==> src/rtl/spi_grp_pkg.sv <==
package spi_grp_pkg;
    // register word indices
    localparam logic [3:0] RA_CTRL   = 4'd0;
    localparam logic [3:0] RA_FSIZE  = 4'd1;
    localparam logic [3:0] RA_STAT   = 4'd2;
    localparam logic [3:0] RA_ICLR   = 4'd3;
    localparam logic [3:0] RA_RXD    = 4'd4;
    localparam logic [3:0] RA_TXD    = 4'd5;
    localparam logic [3:0] RA_CLKDIV = 4'd6;
    localparam logic [3:0] RA_SSEL   = 4'd7;
    localparam logic [3:0] RA_MASKED = 4'd8;
    localparam logic [3:0] RA_RAW    = 4'd9;

    // control field positions
    localparam int CB_EN     = 0;
    localparam int CB_IE_RX  = 4;
    localparam int CB_IE_TX  = 5;
    localparam int CB_IE_OVF = 6;
    localparam int CB_HOLD   = 26;
    localparam int CB_BIG    = 29;
    localparam int CB_SRST   = 31;
    localparam int CNT_LO    = 8;
    localparam int CNT_HI    = 23;
    localparam int CNT_W     = CNT_HI - CNT_LO + 1;

    localparam logic [31:0] CTRL_RST = 32'h8000_0102;

    typedef enum logic [1:0] {GS_IDLE, GS_SHIFT, GS_RELEASE, GS_FINISH} grp_state_t;
    typedef enum logic [1:0] {SH_IDLE, SH_LOW, SH_HIGH} sh_state_t;
endpackage

==> src/rtl/spi_grp_fifo.sv <==
module spi_grp_fifo #(
    parameter int DW        = 32,
    parameter int MAX_DEPTH = 32,
    localparam int AW       = $clog2(MAX_DEPTH),
    localparam int CW       = AW + 1
) (
    input  logic          clk,
    input  logic          rst_n,
    input  logic          clr,
    input  logic          push,
    input  logic          pop,
    input  logic [DW-1:0] din,
    input  logic [CW-1:0] lim,
    output logic [DW-1:0] dout,
    output logic [CW-1:0] count,
    output logic          full
);
    logic [DW-1:0] mem [MAX_DEPTH];
    logic [AW-1:0] wp, rp;
    logic          push_ok, pop_ok;

    assign full    = (count >= lim);
    assign push_ok = push && !full;
    assign pop_ok  = pop && (count != '0);
    assign dout    = mem[rp];

    always_ff @(posedge clk) begin
        if (push_ok) mem[wp] <= din;
    end

    always_ff @(posedge clk or negedge rst_n) begin
        if (!rst_n) begin
            wp    <= '0;
            rp    <= '0;
            count <= '0;
        end else if (clr) begin
            wp    <= '0;
            rp    <= '0;
            count <= '0;
        end else begin
            if (push_ok) wp <= wp + 1'b1;
            if (pop_ok)  rp <= rp + 1'b1;
            count <= count + CW'(push_ok) - CW'(pop_ok);
        end
    end
endmodule

==> src/rtl/spi_grp_shift.sv <==
module spi_grp_shift
    import spi_grp_pkg::*;
#(
    parameter int DW     = 32,
    parameter int DIV_W  = 8,
    localparam int LEN_W = $clog2(DW) + 1
) (
    input  logic             clk,
    input  logic             rst_n,
    input  logic             abort,
    input  logic             start,
    input  logic [DW-1:0]    tx_word,
    input  logic [LEN_W-1:0] len,
    input  logic [DIV_W-1:0] div,
    input  logic             miso,
    output logic             sclk,
    output logic             mosi,
    output logic             busy,
    output logic             done,
    output logic [DW-1:0]    rx_word
);
    sh_state_t        st, st_nxt;
    logic [DW-1:0]    sreg, rreg;
    logic [LEN_W-1:0] left;
    logic [DIV_W-1:0] tick;
    logic             tick_end;

    assign tick_end = (tick == div);
    assign mosi     = sreg[DW-1];
    assign busy     = (st != SH_IDLE);
    assign rx_word  = rreg;

    always_comb begin
        st_nxt = st;
        unique case (st)
            SH_IDLE: if (start)    st_nxt = SH_LOW;
            SH_LOW:  if (tick_end) st_nxt = SH_HIGH;
            SH_HIGH: if (tick_end) st_nxt = (left == LEN_W'(1)) ? SH_IDLE : SH_LOW;
            default: st_nxt = SH_IDLE;
        endcase
        if (abort) st_nxt = SH_IDLE;
    end

    always_ff @(posedge clk or negedge rst_n) begin
        if (!rst_n) st <= SH_IDLE;
        else        st <= st_nxt;
    end

    always_ff @(posedge clk or negedge rst_n) begin
        if (!rst_n) begin
            sreg <= '0;
            rreg <= '0;
            left <= '0;
            tick <= '0;
            sclk <= 1'b0;
            done <= 1'b0;
        end else begin
            done <= 1'b0;
            if (abort) begin
                tick <= '0;
                sclk <= 1'b0;
            end else begin
                unique case (st)
                    SH_IDLE: if (start) begin
                        sreg <= tx_word << (LEN_W'(DW) - len);
                        rreg <= '0;
                        left <= len;
                        tick <= '0;
                        sclk <= 1'b0;
                    end
                    SH_LOW: if (tick_end) begin
                        tick <= '0;
                        sclk <= 1'b1;
                        rreg <= {rreg[DW-2:0], miso};
                    end else begin
                        tick <= tick + 1'b1;
                    end
                    SH_HIGH: if (tick_end) begin
                        tick <= '0;
                        sclk <= 1'b0;
                        if (left == LEN_W'(1)) begin
                            done <= 1'b1;
                        end else begin
                            left <= left - 1'b1;
                            sreg <= {sreg[DW-2:0], 1'b0};
                        end
                    end else begin
                        tick <= tick + 1'b1;
                    end
                    default: ;
                endcase
            end
        end
    end
endmodule

==> src/rtl/spi_grp_master.sv <==
module spi_grp_master
    import spi_grp_pkg::*;
#(
    parameter int FIFO_MAX = 32,
    parameter int DIV_W    = 8
) (
    input  logic        clk,
    input  logic        rst_n,
    input  logic        bus_en,
    input  logic        bus_we,
    input  logic [3:0]  bus_addr,
    input  logic [31:0] bus_wdata,
    output logic [31:0] bus_rdata,
    output logic        irq,
    output logic        spi_sclk,
    output logic        spi_mosi,
    input  logic        spi_miso,
    output logic        spi_cs_n
);
    localparam int DW    = 32;
    localparam int FS_W  = $clog2(DW);
    localparam int LEN_W = FS_W + 1;
    localparam int CW    = $clog2(FIFO_MAX) + 1;

    // register state
    logic [31:0]      ctrl_q;
    logic [FS_W-1:0]  fsize_q;
    logic [DIV_W-1:0] div_q;
    logic [7:0]       ssel_q;
    logic [CW-1:0]    depth_q;
    logic [2:0]       raw_q;
    logic             txdone_q, rxrdy_q, ovf_q, open_q, cs_n_q;
    logic [CNT_W-1:0] fcnt_q;
    grp_state_t       gst, gst_nxt;

    // bus decode
    logic wr, srst, wr_ctrl, tx_push, rx_pop;
    assign wr      = bus_en && bus_we;
    assign wr_ctrl = wr && (bus_addr == RA_CTRL);
    assign srst    = wr_ctrl && bus_wdata[CB_SRST];
    assign tx_push = wr && (bus_addr == RA_TXD);
    assign rx_pop  = bus_en && !bus_we && (bus_addr == RA_RXD);

    // fifos and shifter
    logic [DW-1:0]    tx_dout, rx_dout, sh_rx;
    logic [CW-1:0]    tx_cnt, rx_cnt;
    logic             tx_full, rx_full;
    logic             start_go, sh_busy, sh_done, frame_end, ovf_evt, fin;
    logic [LEN_W-1:0] eff_len;

    assign eff_len   = (fsize_q == '0) ? LEN_W'(DW) : LEN_W'(fsize_q);
    assign start_go  = (gst == GS_IDLE) && ctrl_q[CB_EN] && (tx_cnt != '0)
                       && (fcnt_q != '0) && !srst;
    assign frame_end = (gst == GS_SHIFT) && sh_done;
    assign ovf_evt   = frame_end && rx_full;
    assign fin       = (gst == GS_FINISH);

    spi_grp_fifo #(.DW(DW), .MAX_DEPTH(FIFO_MAX)) u_txq (
        .clk(clk), .rst_n(rst_n), .clr(srst), .push(tx_push), .pop(start_go),
        .din(bus_wdata), .lim(depth_q), .dout(tx_dout), .count(tx_cnt), .full(tx_full)
    );

    spi_grp_fifo #(.DW(DW), .MAX_DEPTH(FIFO_MAX)) u_rxq (
        .clk(clk), .rst_n(rst_n), .clr(srst), .push(frame_end), .pop(rx_pop),
        .din(sh_rx), .lim(depth_q), .dout(rx_dout), .count(rx_cnt), .full(rx_full)
    );

    spi_grp_shift #(.DW(DW), .DIV_W(DIV_W)) u_shift (
        .clk(clk), .rst_n(rst_n), .abort(srst), .start(start_go), .tx_word(tx_dout),
        .len(eff_len), .div(div_q), .miso(spi_miso), .sclk(spi_sclk), .mosi(spi_mosi),
        .busy(sh_busy), .done(sh_done), .rx_word(sh_rx)
    );

    function automatic logic [CW-1:0] depth_sel(input logic big, input logic [FS_W-1:0] sz);
        logic [LEN_W-1:0] w;
        w = (sz == '0) ? LEN_W'(DW) : LEN_W'(sz);
        if (!big)                 return CW'(FIFO_MAX / 8);
        else if (w <= LEN_W'(8))  return CW'(FIFO_MAX);
        else if (w <= LEN_W'(16)) return CW'(FIFO_MAX / 2);
        else                      return CW'(FIFO_MAX / 4);
    endfunction

    // register file
    always_ff @(posedge clk or negedge rst_n) begin
        if (!rst_n) begin
            ctrl_q  <= CTRL_RST;
            fsize_q <= FS_W'(4);
            div_q   <= DIV_W'(7);
            ssel_q  <= '0;
            depth_q <= CW'(FIFO_MAX / 8);
        end else if (srst) begin
            ctrl_q  <= CTRL_RST;
            fsize_q <= FS_W'(4);
            div_q   <= DIV_W'(7);
            ssel_q  <= '0;
            depth_q <= CW'(FIFO_MAX / 8);
        end else if (wr) begin
            unique case (bus_addr)
                RA_CTRL: begin
                    ctrl_q  <= bus_wdata;
                    depth_q <= depth_sel(bus_wdata[CB_BIG], fsize_q);
                end
                RA_FSIZE:  if (!ctrl_q[CB_EN]) fsize_q <= bus_wdata[FS_W-1:0];
                RA_CLKDIV: div_q  <= bus_wdata[DIV_W-1:0];
                RA_SSEL:   ssel_q <= bus_wdata[7:0];
                default: ;
            endcase
        end
    end

    // group state register
    always_comb begin
        gst_nxt = gst;
        unique case (gst)
            GS_IDLE:  if (start_go) gst_nxt = GS_SHIFT;
            GS_SHIFT: if (sh_done) begin
                if (fcnt_q == CNT_W'(1))  gst_nxt = GS_FINISH;
                else if (!ctrl_q[CB_HOLD]) gst_nxt = GS_RELEASE;
                else                       gst_nxt = GS_IDLE;
            end
            GS_RELEASE: gst_nxt = GS_IDLE;
            GS_FINISH:  gst_nxt = GS_IDLE;
            default:    gst_nxt = GS_IDLE;
        endcase
        if (srst) gst_nxt = GS_IDLE;
    end

    always_ff @(posedge clk or negedge rst_n) begin
        if (!rst_n) gst <= GS_IDLE;
        else        gst <= gst_nxt;
    end

    // group outputs
    logic [2:0] iclr_mask;
    assign iclr_mask = (wr && (bus_addr == RA_ICLR)) ? bus_wdata[2:0] : 3'b000;

    always_ff @(posedge clk or negedge rst_n) begin
        if (!rst_n) begin
            cs_n_q <= 1'b1; fcnt_q <= CNT_W'(1); txdone_q <= 1'b0; rxrdy_q <= 1'b0;
            ovf_q  <= 1'b0; open_q <= 1'b0;      raw_q    <= '0;
        end else if (srst) begin
            cs_n_q <= 1'b1; fcnt_q <= CNT_W'(1); txdone_q <= 1'b0; rxrdy_q <= 1'b0;
            ovf_q  <= 1'b0; open_q <= 1'b0;      raw_q    <= '0;
        end else begin
            raw_q <= (raw_q & ~iclr_mask) | {ovf_evt, fin, fin};
            if (rx_pop) ovf_q <= 1'b0;
            if (start_go) begin
                cs_n_q   <= 1'b0;
                txdone_q <= 1'b0;
                rxrdy_q  <= 1'b0;
                open_q   <= 1'b1;
            end
            if (frame_end) begin
                fcnt_q <= fcnt_q - 1'b1;
                if (rx_full) ovf_q <= 1'b1;
                if (!ctrl_q[CB_HOLD]) cs_n_q <= 1'b1;
            end
            if (fin) begin
                fcnt_q   <= ctrl_q[CNT_HI:CNT_LO];
                cs_n_q   <= 1'b1;
                txdone_q <= 1'b1;
                rxrdy_q  <= 1'b1;
                open_q   <= 1'b0;
            end
            if (wr_ctrl) fcnt_q <= bus_wdata[CNT_HI:CNT_LO];
        end
    end

    // status, interrupt and read path
    logic [31:0] stat;
    logic [2:0]  masked;
    always_comb begin
        stat     = '0;
        stat[0]  = txdone_q;
        stat[1]  = rxrdy_q;
        stat[2]  = ovf_q;
        stat[4]  = rx_full;
        stat[5]  = (rx_cnt == depth_q - 1'b1);
        stat[6]  = (rx_cnt == '0);
        stat[7]  = (rx_cnt == CW'(1));
        stat[8]  = tx_full;
        stat[9]  = (tx_cnt == depth_q - 1'b1);
        stat[10] = (tx_cnt == '0);
        stat[11] = (tx_cnt == CW'(1));
        stat[12] = open_q;
        stat[13] = cs_n_q;
        stat[14] = sh_busy;
    end

    assign masked   = raw_q & {ctrl_q[CB_IE_OVF], ctrl_q[CB_IE_RX], ctrl_q[CB_IE_TX]};
    assign irq      = |masked;
    assign spi_cs_n = cs_n_q;

    always_comb begin
        unique case (bus_addr)
            RA_CTRL:   bus_rdata = ctrl_q;
            RA_FSIZE:  bus_rdata = 32'(fsize_q);
            RA_STAT:   bus_rdata = stat;
            RA_RXD:    bus_rdata = rx_dout;
            RA_CLKDIV: bus_rdata = 32'(div_q);
            RA_SSEL:   bus_rdata = 32'(ssel_q);
            RA_MASKED: bus_rdata = 32'(masked);
            RA_RAW:    bus_rdata = 32'(raw_q);
            default:   bus_rdata = '0;
        endcase
    end
endmodule

==> config.mk <==
export PLATFORM = sky130hd
export DESIGN_NAME = spi_grp_master
export DESIGN_NICKNAME = d
export VERILOG_FILES = /design/src/rtl/spi_grp_pkg.sv /design/src/rtl/spi_grp_fifo.sv /design/src/rtl/spi_grp_shift.sv /design/src/rtl/spi_grp_master.sv
export SDC_FILE = /design/constraint.sdc
export NUM_CORES = 2
export LEC_CHECK = 0
export BUFFER_PORTS_ARGS = -buffer_cell sky130_fd_sc_hd__buf_4
export CORE_MARGIN = 5
export CORE_UTILIZATION = 50
export DETAILED_ROUTE_END_ITERATION = 8
export GPL_TIMING_DRIVEN = 0
export PLACE_DENSITY = 0.76
export SYNTH_ARGS = -nofsm -noshare
export SYNTH_HDL_FRONTEND = slang
export SYNTH_SLANG_ARGS = --single-unit
==> constraint.sdc <==
create_clock -name clk -period 12.56 [get_ports clk]
set_input_delay 2.512 -clock clk [delete_from_list [all_inputs] [get_ports clk]]
set_output_delay 2.512 -clock clk [all_outputs]
set_load 0.005 [all_outputs]
==> results_dict.tcl <==
set metrics [dict create \
    synthesis.area_um2 89610 \
    end_kind "output port" \
    start_kind "flip-flop" \
    tns_ps 0 \
    ant_nets 0 \
    power_uw 20350 \
    h-tree-depth 4 \
    grt_use_met2 0.4411 \
    switching_share 0.3148 \
    synth_nets 4741 \
    final_cell_mix "2,048 x edfxtp_1, 517 x mux4_2, 272 x nand2_1, 219 x mux2i_1, 213 x clkbuf_16" \
    hold_class "reg -> reg" \
    power_frac_seq 0.418 \
    holdWs_ps 476.0 \
    r2r-start "u_txq.rp[2]" \
    final_common_cell "edfxtp_1" \
    boundaryPins 77 \
    insertion_delay_ps 900 \
    cts_made_buffers 211 \
    syn_inst 4653 \
    grt_pass1_wl_mm 359.3 \
    nets 5104 \
    yosysWarnings 0 \
    antenna_found_initial 3 \
    worst-path-max-fanout 10 \
    async_flop_share 0.08734 \
    ys_types 80 \
    grt_pass1_vias 50110 \
    cts_buffer_depth 3 \
    p_int_uw 13940 \
    fin_cells 7549 \
    worstHoldStart "ctrl_q[8]" \
    drtPass1Iterations 6 \
    wl_per_cell_um 33.33 \
    synth_flop_cell "edfxtp_1" \
    drc 0 \
    chipHeight_um 433.4 \
    drt_iter0_drc 7201 \
    avgSynthCellArea_um2 19.26 \
    met3_usage 0.05219 \
    finalHoldViolations 0 \
    globalplace.congestion 0.9279 \
    finalClockSkew_ps 68.58 \
    place_inst 7154 \
    worst_slew_pin_slew_ps 1374 \
    cts_sinks 2244 \
    clk_pin_slew_ps 60 \
    setup_violations 0 \
    post-route-min-period_ps 8790 \
    post-cts-setup-buffers 0 \
    setup_ws_ps 3770 \
    ir_worst_vdd_uv 182.0 \
    worstPathRequired_ps 10050 \
    fin_crit_sh 0.6998 \
    clock_power_share 0.316 \
    cap_violations 0 \
    rsz0062_at_grt "no" \
    dieArea_um2 187800 \
    crit_type "reg -> out" \
    p_sw_uw 6405 \
    track_usage 0.2684 \
    drive_gt1_frac 0.2170 \
    core_area_um2 178400 \
    synth-edff-count 2048 \
    overflow 0 \
    syn_to_final_growth_pct 14.08 \
    rows 155 \
    cellPowerDensity_nw_per_um2 199.0 \
    cts_root_buffer "clkbuf_16" \
    cts_tree "built" \
    power.leakage_uw 0.03517 \
    ys_ff_latch 2244 \
    finalWirelength_mm 251.6 \
    relSlewSlack 0.08427 \
    hold_buffers 0 \
    slew_viol_final 0 \
    worstSetupStartpoint "u_rxq.rp[0]" \
    grt_start_max_net_pins 88 \
    fmax_ghz 0.1138 \
    port_buffers 74 \
    met1_usage 0.3393 \
    vias 49470 \
    status "finished, final reports clean" \
    ys_seq_area_frac 0.7412 \
    die_w_um 433.4 \
    gr-max-usage-layer "met2" \
    combinationalPowerShare 0.266 \
    avgViaCountPerCell 6.553 \
    cts-resized-gates 0 \
    critPathArrivalTime_ps 6280 \
    place_ws_ps 4666 \
    dp_hpwl_mm 163.9 \
    initial_core_util 0.5023 \
]
[critical path, cell delays in order, from the launching register on]
cell and delay (ps):
dfrtp_1 380, clkbuf_1 340, buf_1 1050, buf_1 850, mux4_2 610, mux4_2 560
mux2i_1 750, o21ai_0 550, buf_4 290
[metal layers]
layer / up-vias / routed length, um / part of all wire
met5: - / 20 / 0.000079
met4: 4 / 16290 / 0.065
met3: 662 / 23380 / 0.093
met2: 3379 / 123800 / 0.49
met1: 25690 / 88100 / 0.35
li1: 19730 / - / -
[cells by family (layout without fill, tap and decap cells)]
group / count (synthesis) / count (layout) / synth area share
flops: 2244 / 2244 / 0.7412
xor+xnor: 59 / 59 / 0.005767
mux: 738 / 738 / 0.1546
fa+ha+maj: 47 / 47 / 0.006730
buf+inv: 308 / 848 / 0.01537
simple gates: 714 / 714 / 0.03510
other cells: 0 / 1 / 0
compound gates: 543 / 543 / 0.04123
[power groups by stage]
stage / combinational [uW] / clock (uW) / sequential (uW)
finish: 5410 / 6430 / 8510
CTS: 5360 / 6470 / 8500
global route: 5720 / 6820 / 8520
floorplan: 3530 / 0 / 8580
global placement: 5210 / 0 / 8640
detailed placement: 5300 / 0 / 8650
[sequential cells by signal (all words and copies together) (netlist names), 6 cells and up]
signal	flops
fcnt_q	16
u_shift.left	6
ssel_q	8
u_shift.tick	8
u_txq.count	6
u_shift.rx_word	32
u_rxq.mem	1024
u_rxq.count	6
div_q	8
u_shift.sreg	32
ctrl_q	32
u_txq.mem	1024
[final timing paths]
path                                  endpoint  slack, ps  depth (start not counted)
max                              bus_rdata[12]       3770                          8
min reg2reg                          ctrl_q[8]        480                          2
max in group asynchronous          u_txq.rp[4]       9830                          3
min in group asynchronous  u_shift.rx_word[25]       1480                          1
min                                  ctrl_q[8]        480                          2
max reg2reg                   u_shift.sreg[23]       7060                         13
[cells in the mapped netlist, types with 8 or more instances]
library cell     n  area [um^2]
or2_2            8        50.05
nor3_1          26        130.1
nand2b_1        12        75.07
a31oi_1         14        87.58
dfrtp_1        186         4654
nor2_1         239        897.1
o211ai_1        16        120.1
mux2i_1        219         2192
ha_1            45        563.0
buf_2           25        125.1
a221oi_1        20        175.2
a21o_1           9        67.56
nand3b_1        10        75.07
xor2_1          26        227.7
o21ai_0        120        600.6
a211oi_1        20        150.1
and2_1           9        56.30
buf_6            8        90.09
nand4_1         36        225.2
clkbuf_1       161        604.3
buf_4           23        172.7
nor4_1          11        68.82
or3_1           10        62.56
o221ai_1        40        350.3
edfxtp_1      2048        61500
o22a_1          23        201.4
mux4_2         517        11640
a22o_1          36        315.3
dfstp_2         10        262.8
a21oi_1        103        515.5
a22oi_1         60        450.4
xnor2_1         33        289.0
nand3_1         49        245.2
inv_1           42        157.7
o22ai_1         28        175.2
nand2_1        272         1021
buf_1           43        161.4
[per-stage QoR]
| stage | instance area, um^2 | util |
|---|---|---|
| after floorplan | 89610 | - |
| after global placement | 93110 | 0.5219 |
| after detailed placement | 95180 | 0.5335 |
| after CTS | 102200 | 0.5727 |
| after global routing | 102200 | 0.5730 |
| final | 102200 | 0.5730 |
[area by class of cell]
class	instances	area (um^2)
fill	12700	76190
clock buffer	263	5528
timing repair buffer	150	2180
clock inverter	127	1474
inverter	45	168.9
sequential	2244	66420
tap	2355	2947
multi-input combinational	2101	22310
antenna	1	2.502
buffer	263	1211
Power figures use the tool's default switching activity.
